File: src/rtl/ibb_pkg.sv
// Shared types and register index constants for the indexed byte-port bridge.
// Assumes byte-wide configuration access with 8-bit indices.
package ibb_pkg;
    typedef enum logic [1:0] {
        ST_IDLE = 2'd0,
        ST_REQ  = 2'd1,
        ST_WAIT = 2'd2
    } ibb_state_e;

    localparam logic [7:0] IDX_ENABLE   = 8'h30;
    localparam logic [7:0] IDX_STAGE0   = 8'hF0;
    localparam logic [7:0] IDX_TRIGGER  = 8'hFE;
    localparam logic [7:0] TRIG_MAGIC   = 8'hCF;
    localparam logic [7:0] ENABLE_ON    = 8'h01;
    localparam logic [7:0] SIZE_RESET   = 8'h02;
    localparam logic [1:0] SZ_BYTE      = 2'd0;
    localparam logic [1:0] SZ_HALF      = 2'd1;
endpackage

File: src/rtl/ibb_stage_regs.sv
// Staging register file: enable byte, address bytes, data bytes, size byte.
// Address and data bytes are laid out MSB first from IDX_STAGE0 upward.
// Assumes wr_en is already qualified by device match and idle state.
module ibb_stage_regs
    import ibb_pkg::*;
#(
    parameter int ADDR_W = 32,
    parameter int DATA_W = 32
) (
    input  logic              clk,
    input  logic              rst_n,
    input  logic              wr_en,
    input  logic              rd_sel,
    input  logic [7:0]        idx,
    input  logic [7:0]        wdata,
    input  logic              cap_en,
    input  logic [DATA_W-1:0] cap_data,
    output logic [7:0]        enable_q,
    output logic [ADDR_W-1:0] addr_q,
    output logic [DATA_W-1:0] data_q,
    output logic [1:0]        size_code,
    output logic [7:0]        rdata
);
    localparam int NA = ADDR_W / 8;
    localparam int NB = DATA_W / 8;
    localparam logic [7:0] IDX_DATA0 = IDX_STAGE0 + 8'(NA);
    localparam logic [7:0] IDX_SIZE  = IDX_STAGE0 + 8'(NA + NB);

    logic [7:0] size_q;

    // Enable and size byte registers.
    always_ff @(posedge clk) begin
        if (!rst_n) begin
            enable_q <= '0;
            size_q   <= SIZE_RESET;
        end else if (wr_en) begin
            if (idx == IDX_ENABLE) enable_q <= wdata;
            if (idx == IDX_SIZE)   size_q   <= wdata;
        end
    end

    genvar g;
    generate
        for (g = 0; g < NA; g++) begin : g_addr
            // One address byte; byte 0 is the most significant.
            always_ff @(posedge clk) begin
                if (!rst_n)
                    addr_q[ADDR_W-1-8*g -: 8] <= '0;
                else if (wr_en && idx == IDX_STAGE0 + 8'(g))
                    addr_q[ADDR_W-1-8*g -: 8] <= wdata;
            end
        end
        for (g = 0; g < NB; g++) begin : g_data
            // One data byte; bus capture takes priority over host writes.
            always_ff @(posedge clk) begin
                if (!rst_n)
                    data_q[DATA_W-1-8*g -: 8] <= '0;
                else if (cap_en)
                    data_q[DATA_W-1-8*g -: 8] <= cap_data[DATA_W-1-8*g -: 8];
                else if (wr_en && idx == IDX_DATA0 + 8'(g))
                    data_q[DATA_W-1-8*g -: 8] <= wdata;
            end
        end
    endgenerate

    assign size_code = size_q[1:0];

    // Readback multiplexer for the selected index.
    always_comb begin
        rdata = '0;
        if (rd_sel) begin
            if (idx == IDX_ENABLE) rdata = enable_q;
            if (idx == IDX_SIZE)   rdata = size_q;
            for (int i = 0; i < NA; i++)
                if (idx == IDX_STAGE0 + 8'(i)) rdata = addr_q[ADDR_W-1-8*i -: 8];
            for (int i = 0; i < NB; i++)
                if (idx == IDX_DATA0 + 8'(i)) rdata = data_q[DATA_W-1-8*i -: 8];
        end
    end

    // a capture must land the returned (already masked) word.
    assert_capture_R7: assert property (@(posedge clk) disable iff (!rst_n)
        cap_en |=> data_q == $past(cap_data));
endmodule

File: src/rtl/ibb_trigger.sv
// Trigger decode: turns a magic write or a read of the trigger index
// into a one-cycle start pulse. Assumes hits are already device-qualified.
module ibb_trigger
    import ibb_pkg::*;
(
    input  logic       hit_wr,
    input  logic       hit_rd,
    input  logic [7:0] idx,
    input  logic [7:0] wdata,
    input  logic [7:0] enable_q,
    input  logic       busy,
    output logic       start,
    output logic       start_write
);
    logic armed;
    logic wr_go;
    logic rd_go;

    // Qualify both trigger kinds by enable value and idle state.
    always_comb begin
        armed       = (enable_q == ENABLE_ON) && !busy && (idx == IDX_TRIGGER);
        wr_go       = armed && hit_wr && (wdata == TRIG_MAGIC);
        rd_go       = armed && hit_rd && !hit_wr;
        start       = wr_go || rd_go;
        start_write = wr_go;
    end
endmodule

File: src/rtl/ibb_bus_seq.sv
// Bus sequencer: issues one request per start pulse, holds it until ready,
// waits for read data and hands it back lane-masked for capture.
// Assumes a single outstanding transaction and in-order read return.
module ibb_bus_seq
    import ibb_pkg::*;
#(
    parameter int DATA_W = 32
) (
    input  logic              clk,
    input  logic              rst_n,
    input  logic              start,
    input  logic              start_write,
    input  logic [1:0]        size_code,
    input  logic [DATA_W-1:0] data_q,
    input  logic              req_ready,
    input  logic              rsp_valid,
    input  logic [DATA_W-1:0] rsp_data,
    output logic              req_valid,
    output logic              req_write,
    output logic [DATA_W-1:0] req_wdata,
    output logic              cap_en,
    output logic [DATA_W-1:0] cap_data,
    output logic              busy
);
    ibb_state_e state_q;
    logic [DATA_W-1:0] lane_mask;

    // Lane mask from the size code; low lanes only for narrow sizes.
    always_comb begin
        unique case (size_code)
            SZ_BYTE: lane_mask = {{(DATA_W-8){1'b0}}, 8'hFF};
            SZ_HALF: lane_mask = {{(DATA_W-16){1'b0}}, 16'hFFFF};
            default: lane_mask = '1;
        endcase
    end

    // Transaction state and direction.
    always_ff @(posedge clk) begin
        if (!rst_n) begin
            state_q   <= ST_IDLE;
            req_write <= 1'b0;
        end else begin
            unique case (state_q)
                ST_IDLE: if (start) begin
                    state_q   <= ST_REQ;
                    req_write <= start_write;
                end
                ST_REQ: if (req_ready)
                    state_q <= req_write ? ST_IDLE : ST_WAIT;
                ST_WAIT: if (rsp_valid)
                    state_q <= ST_IDLE;
                default: state_q <= ST_IDLE;
            endcase
        end
    end

    // Output decode of the sequencer state.
    always_comb begin
        req_valid = (state_q == ST_REQ);
        busy      = (state_q != ST_IDLE);
        req_wdata = data_q & lane_mask;
        cap_en    = (state_q == ST_WAIT) && rsp_valid;
        cap_data  = rsp_data & lane_mask;
    end

    // an unaccepted request stays put with its contents.
    assert_req_hold_R6: assert property (@(posedge clk) disable iff (!rst_n)
        req_valid && !req_ready |=> req_valid && $stable(req_write)
        && $stable(req_wdata) && $stable(size_code));
    // an accepted write ends the transaction.
    assert_write_done_R9: assert property (@(posedge clk) disable iff (!rst_n)
        req_valid && req_ready && req_write |=> !busy);
    // an accepted read drops the request and stays busy.
    assert_read_wait_R5: assert property (@(posedge clk) disable iff (!rst_n)
        req_valid && req_ready && !req_write |=> busy && !req_valid);
endmodule

File: src/rtl/ibb_top.sv
// Indexed byte-port bus bridge: a logical device that stages a bus address
// and data byte-wise and runs one bus access per trigger.
// Assumes the index/unlock front end presents one byte access per strobe.
module ibb_top
    import ibb_pkg::*;
#(
    parameter int         ADDR_W  = 32,
    parameter int         DATA_W  = 32,
    parameter logic [7:0] DEV_SEL = 8'h0D
) (
    input  logic              clk,
    input  logic              rst_n,
    input  logic [7:0]        cfg_ldev,
    input  logic [7:0]        cfg_idx,
    input  logic              cfg_wr_en,
    input  logic [7:0]        cfg_wdata,
    input  logic              cfg_rd_en,
    output logic [7:0]        cfg_rdata,
    output logic              bus_req_valid,
    input  logic              bus_req_ready,
    output logic              bus_req_write,
    output logic [ADDR_W-1:0] bus_addr,
    output logic [DATA_W-1:0] bus_wdata,
    output logic [1:0]        bus_size,
    input  logic              bus_rsp_valid,
    input  logic [DATA_W-1:0] bus_rdata,
    output logic              busy
);
    logic              dev_hit;
    logic              hit_wr;
    logic              hit_rd;
    logic              stage_wr;
    logic [7:0]        enable_q;
    logic [DATA_W-1:0] data_q;
    logic              start;
    logic              start_write;
    logic              cap_en;
    logic [DATA_W-1:0] cap_data;

    // Device match and write qualification.
    always_comb begin
        dev_hit  = (cfg_ldev == DEV_SEL);
        hit_wr   = cfg_wr_en && dev_hit;
        hit_rd   = cfg_rd_en && dev_hit;
        stage_wr = hit_wr && !busy;
    end

    ibb_stage_regs #(.ADDR_W(ADDR_W), .DATA_W(DATA_W)) u_regs (
        .clk      (clk),
        .rst_n    (rst_n),
        .wr_en    (stage_wr),
        .rd_sel   (dev_hit),
        .idx      (cfg_idx),
        .wdata    (cfg_wdata),
        .cap_en   (cap_en),
        .cap_data (cap_data),
        .enable_q (enable_q),
        .addr_q   (bus_addr),
        .data_q   (data_q),
        .size_code(bus_size),
        .rdata    (cfg_rdata)
    );

    ibb_trigger u_trig (
        .hit_wr     (hit_wr),
        .hit_rd     (hit_rd),
        .idx        (cfg_idx),
        .wdata      (cfg_wdata),
        .enable_q   (enable_q),
        .busy       (busy),
        .start      (start),
        .start_write(start_write)
    );

    ibb_bus_seq #(.DATA_W(DATA_W)) u_seq (
        .clk        (clk),
        .rst_n      (rst_n),
        .start      (start),
        .start_write(start_write),
        .size_code  (bus_size),
        .data_q     (data_q),
        .req_ready  (bus_req_ready),
        .rsp_valid  (bus_rsp_valid),
        .rsp_data   (bus_rdata),
        .req_valid  (bus_req_valid),
        .req_write  (bus_req_write),
        .req_wdata  (bus_wdata),
        .cap_en     (cap_en),
        .cap_data   (cap_data),
        .busy       (busy)
    );

    // with the enable byte not 0x01, an idle bridge stays idle.
    assert_disabled_idle_R8: assert property (@(posedge clk) disable iff (!rst_n)
        !busy && enable_q != ENABLE_ON |=> !bus_req_valid);
    // a non-magic trigger write with no read starts nothing.
    assert_bad_magic_R4: assert property (@(posedge clk) disable iff (!rst_n)
        !busy && hit_wr && cfg_idx == IDX_TRIGGER && cfg_wdata != TRIG_MAGIC
        |=> !bus_req_valid);
    // a byte-sized request drives zero on the upper lanes.
    assert_lane_mask_R10: assert property (@(posedge clk) disable iff (!rst_n)
        bus_req_valid && bus_size == SZ_BYTE |-> bus_wdata[DATA_W-1:8] == '0);
    // a start only ever comes from the idle state.
    assert_no_retrigger_R9: assert property (@(posedge clk) disable iff (!rst_n)
        busy |-> !start);
endmodule

File: config.mk
export PLATFORM = sky130hd
export DESIGN_NAME = ibb_top
export DESIGN_NICKNAME = d
export VERILOG_FILES = /design/src/rtl/ibb_pkg.sv /design/src/rtl/ibb_stage_regs.sv /design/src/rtl/ibb_trigger.sv /design/src/rtl/ibb_bus_seq.sv /design/src/rtl/ibb_top.sv
export SDC_FILE = /design/constraint.sdc
export NUM_CORES = 1
export LEC_CHECK = 0
export CAP_MARGIN = 15
export CORE_MARGIN = 1.5
export CORE_UTILIZATION = 60
export DETAILED_ROUTE_END_ITERATION = 10
export DONT_BUFFER_PORTS = 1
export PLACE_DENSITY_LB_ADDON = 0.2
export SYNTH_ARGS = -nofsm -noshare
export SYNTH_HDL_FRONTEND = slang
export SYNTH_SLANG_ARGS = --single-unit
File: constraint.sdc
create_clock -name clk -period 6.8 [get_ports clk]
set_clock_uncertainty 0.05 [all_clocks]
set_input_delay 1.36 -clock clk [delete_from_list [all_inputs] [get_ports clk]]
set_output_delay 1.36 -clock clk [all_outputs]
set_load 0.02 [all_outputs]
==> flow_results.xml, run 1 <==
<?xml version="1.0" encoding="UTF-8"?>
<metrics>
  <group name="synthesis">
    <metric name="synth-seq-area-share" unit="">0.360</metric>
    <metric name="synth_top_cells_by_area" unit="">sky130_fd_sc_hd__dfxtp_1 36%, sky130_fd_sc_hd__mux2i_1 12%, sky130_fd_sc_hd__a21oi_1 7.8%, sky130_fd_sc_hd__nor2b_1 7.1%, sky130_fd_sc_hd__o21ai_0 4.2%</metric>
    <metric name="xor_xnor_share_of_the_synthesized_area" unit="">0</metric>
    <metric name="syn-mean-instance-area" unit="um^2">8.44</metric>
    <metric name="post_synth_num_cell_types" unit="">49</metric>
    <metric name="netlist_area" unit="um^2">4610</metric>
    <metric name="compound_gate_fraction_of_synth_area" unit="">0.212</metric>
    <metric name="yosysTopAreaCell" unit="">sky130_fd_sc_hd__dfxtp_1</metric>
    <metric name="synth_top_area_frac" unit="">0.360</metric>
    <metric name="yosys_register_bits" unit="">83</metric>
    <metric name="synthSimpleGateAreaFrac" unit="">0.214</metric>
    <metric name="synth.yosys.warnings" unit="">0</metric>
    <metric name="area_share_of_fa_ha_maj_cells_after_synthesis" unit="">0</metric>
    <metric name="post_synth_inst_count" unit="">546</metric>
    <metric name="post_synth_mux_area_share" unit="">0.156</metric>
    <metric name="dominant_combinational_cell_family_by_area_after_synthesis" unit="">simple AND/OR/NAND/NOR gates</metric>
    <metric name="mappedNetlistNets" unit="">608</metric>
  </group>
  <group name="pwr">
    <metric name="irDropWorstVdd" unit="V">0.000132</metric>
    <metric name="power_density" unit="nW/um^2">190</metric>
    <metric name="switching_share" unit="">0.233</metric>
    <metric name="part_of_the_power_in_registers" unit="">0.544</metric>
    <metric name="p_clk_frac" unit="">0.415</metric>
    <metric name="switching_power" unit="mW">0.208</metric>
    <metric name="p_int" unit="mW">0.685</metric>
    <metric name="power_leakage" unit="nW">1.69</metric>
    <metric name="power_frac_comb" unit="">0.041</metric>
  </group>
  <group name="clocking">
    <metric name="cts_buffers" unit="">9</metric>
    <metric name="clk_transition_reported_paths" unit="ns">0.09</metric>
    <metric name="cts_h_tree_depth" unit="">3</metric>
    <metric name="clockBufferDepth" unit="">2</metric>
    <metric name="numClockSinks" unit="">83</metric>
    <metric name="holdBufCountCts" unit="">0</metric>
    <metric name="insertion_delay" unit="ns">0.36</metric>
    <metric name="cts.root.buffer_cell" unit="">sky130_fd_sc_hd__clkbuf_8</metric>
    <metric name="clock_tree_from_tritoncts" unit="">yes</metric>
    <metric name="postCtsResizedCells" unit="">0</metric>
    <metric name="post-cts-setup-buffers" unit="">0</metric>
  </group>
  <group name="layout">
    <metric name="syn_to_final_growth" unit="%">2.01</metric>
    <metric name="fin_area" unit="um^2">4700</metric>
    <metric name="final_util" unit="">0.642</metric>
    <metric name="drive_gt1_frac" unit="">0.0841</metric>
    <metric name="design.final.nets" unit="">568</metric>
    <metric name="final_cells" unit="">610</metric>
    <metric name="antennaDiodeCount" unit="">0</metric>
  </group>
  <group name="timing">
    <metric name="timing_max_transition_violations_final" unit="">0</metric>
    <metric name="rsz0062_at_grt" unit="">no</metric>
    <metric name="timing_worst_slew_pin_value" unit="ns">0.894</metric>
    <metric name="timing.final.crit_share" unit="">0.642</metric>
    <metric name="timing.final.hold_violations" unit="">0</metric>
    <metric name="setup_violations" unit="">0</metric>
    <metric name="setup_tns" unit="ns">0</metric>
    <metric name="slew_headroom" unit="">0.402</metric>
    <metric name="maxClockFrequency" unit="GHz">0.229</metric>
    <metric name="fin_crit" unit="ns">4.36</metric>
  </group>
  <group name="die">
    <metric name="placement_rows" unit="">31</metric>
    <metric name="fp.dieArea" unit="um^2">8220</metric>
    <metric name="floorplan.initialDensity" unit="">0.629</metric>
    <metric name="die-height" unit="um">90.7</metric>
    <metric name="coreArea" unit="um^2">7330</metric>
    <metric name="x_dimension_of_the_die" unit="um">90.7</metric>
    <metric name="ioPinCount" unit="">139</metric>
  </group>
  <group name="worst_setup_path">
    <metric name="family_of_cells_with_the_greatest_summed_delay_on_the_critical_path" unit="">simple AND/OR/NAND/NOR gates</metric>
    <metric name="worst_path_required" unit="ns">5.39</metric>
    <metric name="worst_setup_path_start_kind" unit="">input pin</metric>
    <metric name="worst-path-buf-inv" unit="">0</metric>
    <metric name="worstSetupPathType" unit="">in2out</metric>
    <metric name="cell_type_of_the_slowest_stage_on_the_worst_timing_path" unit="">sky130_fd_sc_hd__nor3_1</metric>
    <metric name="critPathMaxFanout" unit="">9</metric>
    <metric name="path_cells" unit="">nor3_1 -&gt; nand3_1 -&gt; o211ai_1 -&gt; a22oi_1 -&gt; nor3_1</metric>
    <metric name="critical_path.most_common_cell" unit="">sky130_fd_sc_hd__nor3_1</metric>
    <metric name="critPathCaptureType" unit="">output port</metric>
    <metric name="crit_path_max_incr_delay" unit="ns">0.63</metric>
    <metric name="critical_path_arrival" unit="ns">2.95</metric>
  </group>
  <group name="grt">
    <metric name="antenna_found_initial" unit="">0</metric>
    <metric name="globalRoute.totalOverflow" unit="">0</metric>
    <metric name="track_usage" unit="">0.345</metric>
    <metric name="grt_max_degree" unit="">84</metric>
    <metric name="wire_length_of_the_first_global_routing_pass" unit="um">21800</metric>
    <metric name="first_global_vias" unit="">3813</metric>
  </group>
  <group name="routing">
    <metric name="drtAntennaViolNets" unit="">0</metric>
    <metric name="routed-via-count" unit="">4018</metric>
    <metric name="postRouteWirelength" unit="um">13900</metric>
    <metric name="drc" unit="">0</metric>
    <metric name="wl_per_cell" unit="um">22.8</metric>
    <metric name="number_of_drc_markers_in_iteration_0" unit="">381</metric>
    <metric name="detail_route.first_pass.iterations" unit="">5</metric>
    <metric name="vias_per_cell" unit="">6.59</metric>
  </group>
  <group name="placement">
    <metric name="post-dp-hpwl" unit="um">9910</metric>
    <metric name="port-buffer-count" unit="">0</metric>
    <metric name="placed_cell_area" unit="um^2">4500</metric>
    <metric name="dp.cells" unit="">594</metric>
    <metric name="finalWeightedCongestion" unit="">0.982</metric>
  </group>
  <group name="job">
    <metric name="timing.max_cap.violations" unit="">0</metric>
  </group>
  <group name="status">
    <metric name="outcome" unit="">finished, final reports clean</metric>
  </group>
  <group name="worst_hold_path">
    <metric name="worstHoldPathType" unit="">reg2reg</metric>
  </group>
</metrics>
==> cell usage in the layout, fill, tap and decap left out, drive strengths merged, types with 3 or more instances in the layout <==
master   instances
clkinv           4
nor4             3
clkbuf          11
o21ai           39
nand2           43
dfxtp           83
nand4            3
and3             3
nor2            12
inv              4
o22ai           13
nand3            6
and2            26
nor2b           52
nand4b           3
mux2            13
a21oi           72
o2bb2ai          6
a21o             6
mux2i           55
a22oi            4
a222oi           6
a21boi           8
nor3             6
and3b            3
a31o             3
==> final timing paths <==
kind / from / to / depth (start not counted) / slack [ns]
setup / recovery: cfg_idx[3] / cfg_rdata[7] / 5 / 2.44
hold / removal: u_regs.size_q[5] / u_regs.size_q[5] / 2 / 0.49
setup reg to reg: u_seq.state_q[0] / u_regs.data_q[2] / 5 / 4.36
hold reg to reg: u_regs.size_q[5] / u_regs.size_q[5] / 2 / 0.49
==> registers in the layout (all words and copies together) (netlist names) <==
register         flops
u_regs.addr_q       32
u_regs.data_q       32
u_regs.enable_q      8
u_regs.size_q        8
u_seq.state_q        2
u_seq.req_write      1
==> worst register-to-register path, delay by kind of cell (launching register included) <==
| kind | cells | cell delay [ns] |
|---|---|---|
| and+or+nand+nor | 3 | 1.57 |
| DFF | 1 | 0.35 |
| muxes | 1 | 0.24 |
| AOI/OAI and AO/OA | 1 | 0.08 |
==> layer usage <==
layer | GRT usage | up-vias | wire [um]
met1 | 0.459 | 1857 | 5810
met5 | 0 | - | 0
met2 | 0.538 | 260 | 6210
li1 | - | 1864 | -
met3 | 0.0875 | 37 | 1500
met4 | 0.128 | 0 | 412
==> stage by stage <==
stage                     power [mW]  hold WS (ns)  worst slack, ns
final                          0.893         0.489             2.44
after global routing           0.915         0.518             2.32
after CTS                      0.892         0.488             2.48
after detailed placement       0.532         0.462             2.48
after global placement         0.532         0.456             2.51
after floorplan                0.543         0.436             2.20
==> cells by family (layout without fill, tap and decap cells) <==
logic type,after synthesis,count (layout)
buf+inv,58,23
mux,69,69
simple gates,171,171
compound gates,165,165
flops,83,83
==> cell usage after synthesis, drive strengths merged <==
master    n
a22oi     4
o22ai    13
nor2     12
and2     26
inv       3
nor4      3
o21ai    39
nand3     6
clkinv    2
nand4     3
mux2     13
or4       1
buf      20
o21a      2
nor3      6
and4      1
a21oi    72
a222oi    6
nand3b    2
clkbuf   33
nand4b    3
a211oi    1
a21o      6
o221ai    2
or2       2
o211a     1
nand2    43
and3b     3
nor2b    52
and3      3
nor4b     1
a31o      3
mux4      1
or4b      1
or4bb     1
o211ai    2
mux2i    55
nor3b     1
o2bb2ai   6
a21boi    8
dfxtp    83
or3b      1
==> power by group through the flow <==
stage                     sequential (mW)  clock [mW]  combinational [mW]
after floorplan                     0.497           0              0.0456
after global placement              0.497           0              0.0354
after detailed placement            0.497           0              0.0353
after CTS                           0.486       0.371              0.0355
after global routing                0.486       0.390              0.0393
final                               0.486       0.371              0.0363
==> cell type report <==
type / instances / area (um^2)
multi-input cells: 405 / 2680
fillers: 645 / 2630
flip-flops and latches: 83 / 1660
clock buffers: 11 / 141
well taps: 99 / 124
clock inverters: 5 / 60.1
inverters: 5 / 18.8
repair buffers: 2 / 15.0
Note: power is estimated with default switching activity, not from simulation.
==> inputs of run 2 (changes only) <==
CORE_UTILIZATION = 58   (was 60)
clock period = 3.6 ns   (was 6.8 ns; I/O delays follow)
==> flow_results.xml, run 2 (synthesized netlist as in run 1, its figures left out) <==
<?xml version="1.0" encoding="UTF-8"?>
<metrics>
  <group name="timing">
    <metric name="fin_crit" unit="ns">3.06</metric>
    <metric name="timing.final.hold_violations" unit="">0</metric>
    <metric name="timing_max_transition_violations_final" unit="">0</metric>
    <metric name="setup_violations" unit="">0</metric>
    <metric name="slew_headroom" unit="">0.428</metric>
    <metric name="timing_worst_slew_pin_value" unit="ns">0.856</metric>
    <metric name="timing.final.crit_share" unit="">0.850</metric>
    <metric name="rsz0062_at_grt" unit="">no</metric>
    <metric name="maxClockFrequency" unit="GHz">0.327</metric>
    <metric name="setup_tns" unit="ns">0</metric>
  </group>
  <group name="pwr">
    <metric name="p_clk_frac" unit="">0.411</metric>
    <metric name="power_density" unit="nW/um^2">351</metric>
    <metric name="p_int" unit="mW">1.27</metric>
    <metric name="switching_power" unit="mW">0.396</metric>
    <metric name="finalPower" unit="mW">1.67</metric>
    <metric name="power_frac_comb" unit="">0.040</metric>
    <metric name="part_of_the_power_in_registers" unit="">0.549</metric>
    <metric name="power_leakage" unit="nW">1.72</metric>
    <metric name="irDropWorstVdd" unit="V">0.000195</metric>
    <metric name="switching_share" unit="">0.237</metric>
  </group>
  <group name="worst_hold_path">
    <metric name="worstHoldPathType" unit="">in2reg</metric>
    <metric name="hold_depth" unit="">1</metric>
    <metric name="min_to" unit="">u_regs.size_q[1]</metric>
    <metric name="min_from" unit="">rst_n</metric>
  </group>
  <group name="worst_setup_path">
    <metric name="r2r-start" unit="">u_seq.state_q[0]</metric>
    <metric name="path_cells" unit="">or4_4 -&gt; nor2_1 -&gt; o21ai_0 -&gt; a21oi_1 -&gt; buf_4</metric>
    <metric name="worst_path_required" unit="ns">2.83</metric>
    <metric name="critPathMaxFanout" unit="">7</metric>
    <metric name="r2r_end" unit="">u_regs.data_q[1]</metric>
    <metric name="worstSetupPathType" unit="">in2out</metric>
    <metric name="cell_type_of_the_slowest_stage_on_the_worst_timing_path" unit="">sky130_fd_sc_hd__or4_4</metric>
    <metric name="worst-path-buf-inv" unit="">1</metric>
    <metric name="worst_setup_path_start_kind" unit="">input pin</metric>
    <metric name="crit_path_max_incr_delay" unit="ns">0.55</metric>
    <metric name="worst_r2r_path_depth" unit="">5</metric>
    <metric name="critPathCaptureType" unit="">output port</metric>
    <metric name="family_of_cells_with_the_greatest_summed_delay_on_the_critical_path" unit="">simple AND/OR/NAND/NOR gates</metric>
    <metric name="critical_path_arrival" unit="ns">2.29</metric>
    <metric name="rrSetupSlack" unit="ns">1.11</metric>
  </group>
  <group name="layout">
    <metric name="layout_commonest_cell" unit="">sky130_fd_sc_hd__dfxtp_1</metric>
    <metric name="drive_gt1_frac" unit="">0.100</metric>
    <metric name="design.final.nets" unit="">576</metric>
    <metric name="largest_registers_in_the_final_layout" unit="">u_regs.addr_q: 32 flops, u_regs.data_q: 32 flops</metric>
    <metric name="final_util" unit="">0.617</metric>
    <metric name="antennaDiodeCount" unit="">0</metric>
    <metric name="layout.filler_cells" unit="">681</metric>
    <metric name="commonest_cells_after_routing_fill_and_taps_aside" unit="">83 x sky130_fd_sc_hd__dfxtp_1, 72 x sky130_fd_sc_hd__a21oi_1, 55 x sky130_fd_sc_hd__mux2i_1, 52 x sky130_fd_sc_hd__nor2b_1, 43 x sky130_fd_sc_hd__nand2_1</metric>
    <metric name="syn_to_final_growth" unit="%">3.34</metric>
  </group>
  <group name="routing">
    <metric name="vias_per_cell" unit="">6.61</metric>
    <metric name="postRouteWirelength" unit="um">14100</metric>
    <metric name="drc" unit="">0</metric>
    <metric name="number_of_drc_markers_in_iteration_0" unit="">342</metric>
    <metric name="wl_per_cell" unit="um">22.8</metric>
    <metric name="routed-via-count" unit="">4107</metric>
    <metric name="drtAntennaViolNets" unit="">0</metric>
    <metric name="detail_route.first_pass.iterations" unit="">5</metric>
  </group>
  <group name="die">
    <metric name="coreArea" unit="um^2">7730</metric>
    <metric name="x_dimension_of_the_die" unit="um">92.2</metric>
    <metric name="placement_rows" unit="">32</metric>
    <metric name="floorplan.initialDensity" unit="">0.597</metric>
    <metric name="fp.dieArea" unit="um^2">8490</metric>
    <metric name="ioPinCount" unit="">139</metric>
    <metric name="die-height" unit="um">92.2</metric>
  </group>
  <group name="grt">
    <metric name="first_global_vias" unit="">3809</metric>
    <metric name="antenna_found_initial" unit="">0</metric>
    <metric name="track_usage" unit="">0.336</metric>
    <metric name="globalRoute.totalOverflow" unit="">0</metric>
    <metric name="grt_max_degree" unit="">84</metric>
    <metric name="wire_length_of_the_first_global_routing_pass" unit="um">21600</metric>
  </group>
  <group name="clocking">
    <metric name="post-cts-setup-buffers" unit="">0</metric>
    <metric name="clockBufferDepth" unit="">2</metric>
    <metric name="postCtsResizedCells" unit="">0</metric>
    <metric name="insertion_delay" unit="ns">0.36</metric>
    <metric name="numClockSinks" unit="">83</metric>
    <metric name="cts.root.buffer_cell" unit="">sky130_fd_sc_hd__clkbuf_8</metric>
    <metric name="clk_transition_reported_paths" unit="ns">0.08</metric>
    <metric name="clock_tree_from_tritoncts" unit="">yes</metric>
    <metric name="cts_h_tree_depth" unit="">3</metric>
    <metric name="holdBufCountCts" unit="">0</metric>
    <metric name="cts_buffers" unit="">9</metric>
  </group>
  <group name="placement">
    <metric name="port-buffer-count" unit="">0</metric>
    <metric name="post-dp-hpwl" unit="um">10000</metric>
    <metric name="finalWeightedCongestion" unit="">0.968</metric>
  </group>
  <group name="job">
    <metric name="timing.max_cap.violations" unit="">0</metric>
  </group>
  <group name="status">
    <metric name="outcome" unit="">finished, final reports clean</metric>
  </group>
</metrics>
run 2: per-stage QoR:
step	hold slack (ns)	instance area, um^2	worst slack, ns	instances
finish	0.407	4760	0.539	621
floorplan	0.436	4610	0.282	546
global placement	0.453	4570	0.641	605
global route	0.391	4760	0.460	621
CTS	0.375	4760	0.604	621
detailed placement	0.460	4570	0.594	605
run 2: per-layer routing:
metal	up-vias	track usage	routed length [um]
met2	240	0.498	6280
met3	38	0.0771	1310
li1	1880	-	-
met5	-	0	0
met4	0	0.150	505
met1	1949	0.463	6060
run 2: worst max-delay path by stage:
stage,startpoint,to,slack (ns),cells after the start
after floorplan,cfg_idx[1],cfg_rdata[7],0.28,7
after global placement,cfg_ldev[5],cfg_rdata[2],0.64,5
after detailed placement,cfg_ldev[5],cfg_rdata[2],0.59,5
after CTS,cfg_ldev[5],cfg_rdata[2],0.60,5
after global routing,cfg_idx[5],cfg_rdata[2],0.46,6
final,cfg_ldev[5],cfg_rdata[2],0.54,5
run 2: cell type report:
cell class	instances	area, um^2	share of cell area
Sequential cell	83	1660	0.349
Inverter	5	18.8	0.00394
Tap cell	102	128	0.0268
Multi-Input combinational cell	405	2680	0.563
Clock buffer	9	124	0.0260
Clock inverter	7	75.1	0.0158
Timing Repair Buffer	10	75.1	0.0158
run 2: worst reg2reg max path, delay by kind of cell (launching register included):
kind / cells / cell delay, ns
flip-flops: 1 / 0.35
AO/OA/AOI/OAI: 1 / 0.08
AND/OR/NAND/NOR: 3 / 1.60
multiplexers: 1 / 0.26
run 2: power groups by stage:
stage / Clock, mW / Combinational, mW / Sequential [mW]
3_3_place_gp: 0 / 0.0656 / 0.939
6_report: 0.686 / 0.0669 / 0.917
5_1_grt: 0.733 / 0.0725 / 0.917
3_5_place_dp: 0 / 0.0654 / 0.939
4_1_cts: 0.690 / 0.0657 / 0.917
2_1_floorplan: 0 / 0.0861 / 0.939
==> inputs of run 3 (changes only) <==
ABC_AREA = 1   (was not set)
PLACE_DENSITY = 0.76   (was not set)
PLACE_DENSITY_LB_ADDON = not set   (was 0.2)
==> flow_results.xml, run 3 <==
<?xml version="1.0" encoding="UTF-8"?>
<metrics>
  <group name="clocking">
    <metric name="cts.root.buffer_cell" unit="">sky130_fd_sc_hd__clkbuf_8</metric>
    <metric name="post-cts-setup-buffers" unit="">0</metric>
    <metric name="clk_transition_reported_paths" unit="ns">0.10</metric>
    <metric name="cts_h_tree_depth" unit="">3</metric>
    <metric name="numClockSinks" unit="">83</metric>
    <metric name="clock_tree_from_tritoncts" unit="">yes</metric>
    <metric name="insertion_delay" unit="ns">0.36</metric>
    <metric name="holdBufCountCts" unit="">0</metric>
    <metric name="clockBufferDepth" unit="">2</metric>
    <metric name="cts_buffers" unit="">9</metric>
    <metric name="postCtsResizedCells" unit="">0</metric>
  </group>
  <group name="grt">
    <metric name="track_usage" unit="">0.340</metric>
    <metric name="globalRoute.totalOverflow" unit="">0</metric>
    <metric name="antenna_found_initial" unit="">0</metric>
    <metric name="first_global_vias" unit="">4155</metric>
    <metric name="grt_max_degree" unit="">84</metric>
    <metric name="wire_length_of_the_first_global_routing_pass" unit="um">22200</metric>
  </group>
  <group name="timing">
    <metric name="setup_violations" unit="">0</metric>
    <metric name="timing.final.crit_share" unit="">0.844</metric>
    <metric name="post-route-worst-setup-slack" unit="ns">0.563</metric>
    <metric name="timing.final.hold_violations" unit="">0</metric>
    <metric name="maxClockFrequency" unit="GHz">0.329</metric>
    <metric name="fin_crit" unit="ns">3.04</metric>
    <metric name="slew_headroom" unit="">0.600</metric>
    <metric name="setup_tns" unit="ns">0</metric>
    <metric name="timing_max_transition_violations_final" unit="">0</metric>
    <metric name="hold_ws" unit="ns">0.411</metric>
    <metric name="rsz0062_at_grt" unit="">no</metric>
    <metric name="timing_worst_slew_pin_value" unit="ns">0.599</metric>
  </group>
  <group name="routing">
    <metric name="detail_route.first_pass.iterations" unit="">6</metric>
    <metric name="vias_per_cell" unit="">5.79</metric>
    <metric name="drtAntennaViolNets" unit="">0</metric>
    <metric name="postRouteWirelength" unit="um">14400</metric>
    <metric name="routed-via-count" unit="">4562</metric>
    <metric name="drc" unit="">0</metric>
    <metric name="number_of_drc_markers_in_iteration_0" unit="">365</metric>
    <metric name="wl_per_cell" unit="um">18.2</metric>
  </group>
  <group name="layout">
    <metric name="final_util" unit="">0.623</metric>
    <metric name="fin_area" unit="um^2">4860</metric>
    <metric name="sequential_cell_area" unit="um^2">1660</metric>
    <metric name="commonest_cells_after_routing_fill_and_taps_aside" unit="">115 x sky130_fd_sc_hd__nor2_1, 110 x sky130_fd_sc_hd__nand2_1, 99 x sky130_fd_sc_hd__o21ai_0, 83 x sky130_fd_sc_hd__inv_1, 83 x sky130_fd_sc_hd__dfxtp_1</metric>
    <metric name="area_taken_by_multi_input_logic_gates" unit="um^2">2470</metric>
    <metric name="layout.filler_cells" unit="">740</metric>
    <metric name="syn_to_final_growth" unit="%">3.02</metric>
    <metric name="largest_registers_in_the_final_layout" unit="">u_regs.addr_q: 32 flops, u_regs.data_q: 32 flops</metric>
    <metric name="drive_gt1_frac" unit="">0.0918</metric>
    <metric name="antennaDiodeCount" unit="">0</metric>
    <metric name="layout_commonest_cell" unit="">sky130_fd_sc_hd__nor2_1</metric>
    <metric name="design.final.nets" unit="">743</metric>
  </group>
  <group name="synthesis">
    <metric name="async_flop_share" unit="">0</metric>
    <metric name="synth-edff-count" unit="">0</metric>
    <metric name="post_synth_inst_count" unit="">704</metric>
    <metric name="mappedNetlistNets" unit="">766</metric>
    <metric name="yosys_register_bits" unit="">83</metric>
    <metric name="yosysTopAreaCell" unit="">sky130_fd_sc_hd__dfxtp_1</metric>
    <metric name="post_synth_num_cell_types" unit="">37</metric>
    <metric name="yosysMostFrequentCell" unit="">sky130_fd_sc_hd__nor2_1</metric>
    <metric name="synth-seq-area-share" unit="">0.352</metric>
    <metric name="dominantRegCellSynth" unit="">sky130_fd_sc_hd__dfxtp_1</metric>
    <metric name="netlist_area" unit="um^2">4720</metric>
    <metric name="syn-mean-instance-area" unit="um^2">6.71</metric>
    <metric name="synth.yosys.warnings" unit="">0</metric>
    <metric name="synth_top_area_frac" unit="">0.352</metric>
    <metric name="synth_top_cells_by_count" unit="">115 x sky130_fd_sc_hd__nor2_1, 110 x sky130_fd_sc_hd__nand2_1, 99 x sky130_fd_sc_hd__o21ai_0</metric>
    <metric name="synth_top_cells_by_area" unit="">sky130_fd_sc_hd__dfxtp_1 35%, sky130_fd_sc_hd__o21ai_0 10%, sky130_fd_sc_hd__nor2_1 9.1%, sky130_fd_sc_hd__nand2_1 8.7%, sky130_fd_sc_hd__inv_1 6.6%</metric>
  </group>
  <group name="worst_hold_path">
    <metric name="worstHoldPathType" unit="">reg2reg</metric>
    <metric name="hold_depth" unit="">2</metric>
    <metric name="min_to" unit="">u_regs.size_q[2]</metric>
    <metric name="min_from" unit="">u_regs.size_q[2]</metric>
  </group>
  <group name="status">
    <metric name="outcome" unit="">finished, final reports clean</metric>
  </group>
  <group name="worst_setup_path">
    <metric name="rrSetupSlack" unit="ns">1.82</metric>
    <metric name="r2r-start" unit="">u_seq.state_q[1]</metric>
    <metric name="worst_setup_path_start_kind" unit="">input pin</metric>
    <metric name="r2r_end" unit="">u_regs.data_q[26]</metric>
    <metric name="worst_r2r_path_depth" unit="">6</metric>
    <metric name="critPathMaxFanout" unit="">11</metric>
    <metric name="worst_path_required" unit="ns">2.83</metric>
    <metric name="critPathCaptureType" unit="">output port</metric>
    <metric name="critical_path_arrival" unit="ns">2.27</metric>
    <metric name="worstSetupPathType" unit="">in2out</metric>
  </group>
  <group name="die">
    <metric name="x_dimension_of_the_die" unit="um">93.2</metric>
    <metric name="placement_rows" unit="">32</metric>
    <metric name="ioPinCount" unit="">139</metric>
    <metric name="floorplan.initialDensity" unit="">0.605</metric>
    <metric name="fp.dieArea" unit="um^2">8690</metric>
    <metric name="die-height" unit="um">93.2</metric>
    <metric name="coreArea" unit="um^2">7810</metric>
  </group>
  <group name="pwr">
    <metric name="irDropWorstVdd" unit="V">0.000188</metric>
    <metric name="power_leakage" unit="nW">2.17</metric>
    <metric name="power_density" unit="nW/um^2">364</metric>
  </group>
  <group name="placement">
    <metric name="placed_cell_area" unit="um^2">4640</metric>
    <metric name="placement.setup.worst_slack" unit="ns">0.587</metric>
    <metric name="port-buffer-count" unit="">0</metric>
    <metric name="post-dp-hpwl" unit="um">10500</metric>
    <metric name="finalWeightedCongestion" unit="">1.03</metric>
  </group>
  <group name="job">
    <metric name="timing.max_cap.violations" unit="">0</metric>
  </group>
</metrics>
## run 3: cell count changes after synthesis, moves of 23 or more
| cell | before | now |
|---|---|---|
| sky130_fd_sc_hd__nand2_1 | 43 | 110 |
| sky130_fd_sc_hd__mux2i_1 | 55 | 0 |
| sky130_fd_sc_hd__nand3_1 | 6 | 29 |
| sky130_fd_sc_hd__and2_1 | 26 | 0 |
| sky130_fd_sc_hd__a21oi_1 | 72 | 48 |
| sky130_fd_sc_hd__nor2_1 | 12 | 115 |
| sky130_fd_sc_hd__inv_1 | 3 | 83 |
| sky130_fd_sc_hd__o21ai_0 | 39 | 99 |
| sky130_fd_sc_hd__nor2b_1 | 52 | 0 |
## run 3: worst max-delay path, stage by stage
cell and delay, ns:
sky130_fd_sc_hd__nand2_1 0.08, sky130_fd_sc_hd__nor2_4 0.36, sky130_fd_sc_hd__nand2_1 0.29, sky130_fd_sc_hd__o21ai_0 0.29, sky130_fd_sc_hd__nor2_1 0.08, sky130_fd_sc_hd__nand4_1 0.08
sky130_fd_sc_hd__nand2_1 0.08, sky130_fd_sc_hd__nand3_1 0.08, sky130_fd_sc_hd__nand2_1 0.05, sky130_fd_sc_hd__inv_1 0.14
## run 3: logic make-up (layout without fill, tap and decap cells)
| group | after synthesis | count (layout) | synth area share |
|---|---|---|---|
| AO/OA/AOI/OAI | 187 | 187 | 0.222 |
| buffers and inverters | 130 | 112 | 0.125 |
| flip-flops | 83 | 83 | 0.352 |
| AND/OR/NAND/NOR | 304 | 304 | 0.301 |
## run 3: metal layers
layer,routed length (um),up-vias,track usage,share of wire
met3,1560,23,0.107,0.11
met2,6270,269,0.514,0.44
met5,0,-,0,0
met1,6290,2058,0.465,0.44
li1,-,2212,-,-
met4,254,0,0.0947,0.018
## run 3: report_power, final
| group | internal, mW | switching (mW) | total, mW | leakage (nW) |
|---|---|---|---|---|
| clock network | 0.402 | 0.380 | 0.782 | 0.115 |
| logic | 0.0259 | 0.0454 | 0.0713 | 1.39 |
| registers | 0.917 | 0.0000213 | 0.917 | 0.668 |
## run 3: how the worst max path moves through the flow
stage / start / cells after the start / to / slack, ns
after global routing: cfg_idx[5] / 10 / cfg_rdata[3] / 0.41
after CTS: cfg_idx[5] / 10 / cfg_rdata[5] / 0.59
after detailed placement: cfg_idx[5] / 10 / cfg_rdata[5] / 0.59
after floorplan: cfg_idx[5] / 12 / cfg_rdata[3] / 0.98
final: cfg_idx[5] / 10 / cfg_rdata[5] / 0.56
after global placement: cfg_idx[5] / 10 / cfg_rdata[5] / 0.58
## run 3: area by class of cell
type,count,area share
Multi-Input combinational cell,491,0.508
Sequential cell,83,0.342
Inverter,93,0.0728
Tap cell,102,0.0262
Clock buffer,9,0.0255
Clock inverter,7,0.0213
Timing Repair Buffer,3,0.00463
## run 3: per-stage QoR
stage | std cells | power (mW)
floorplan | 704 | 1.01
global placement | 772 | 1.01
detailed placement | 772 | 1.01
CTS | 788 | 1.77
global route | 788 | 1.82
finish | 788 | 1.77
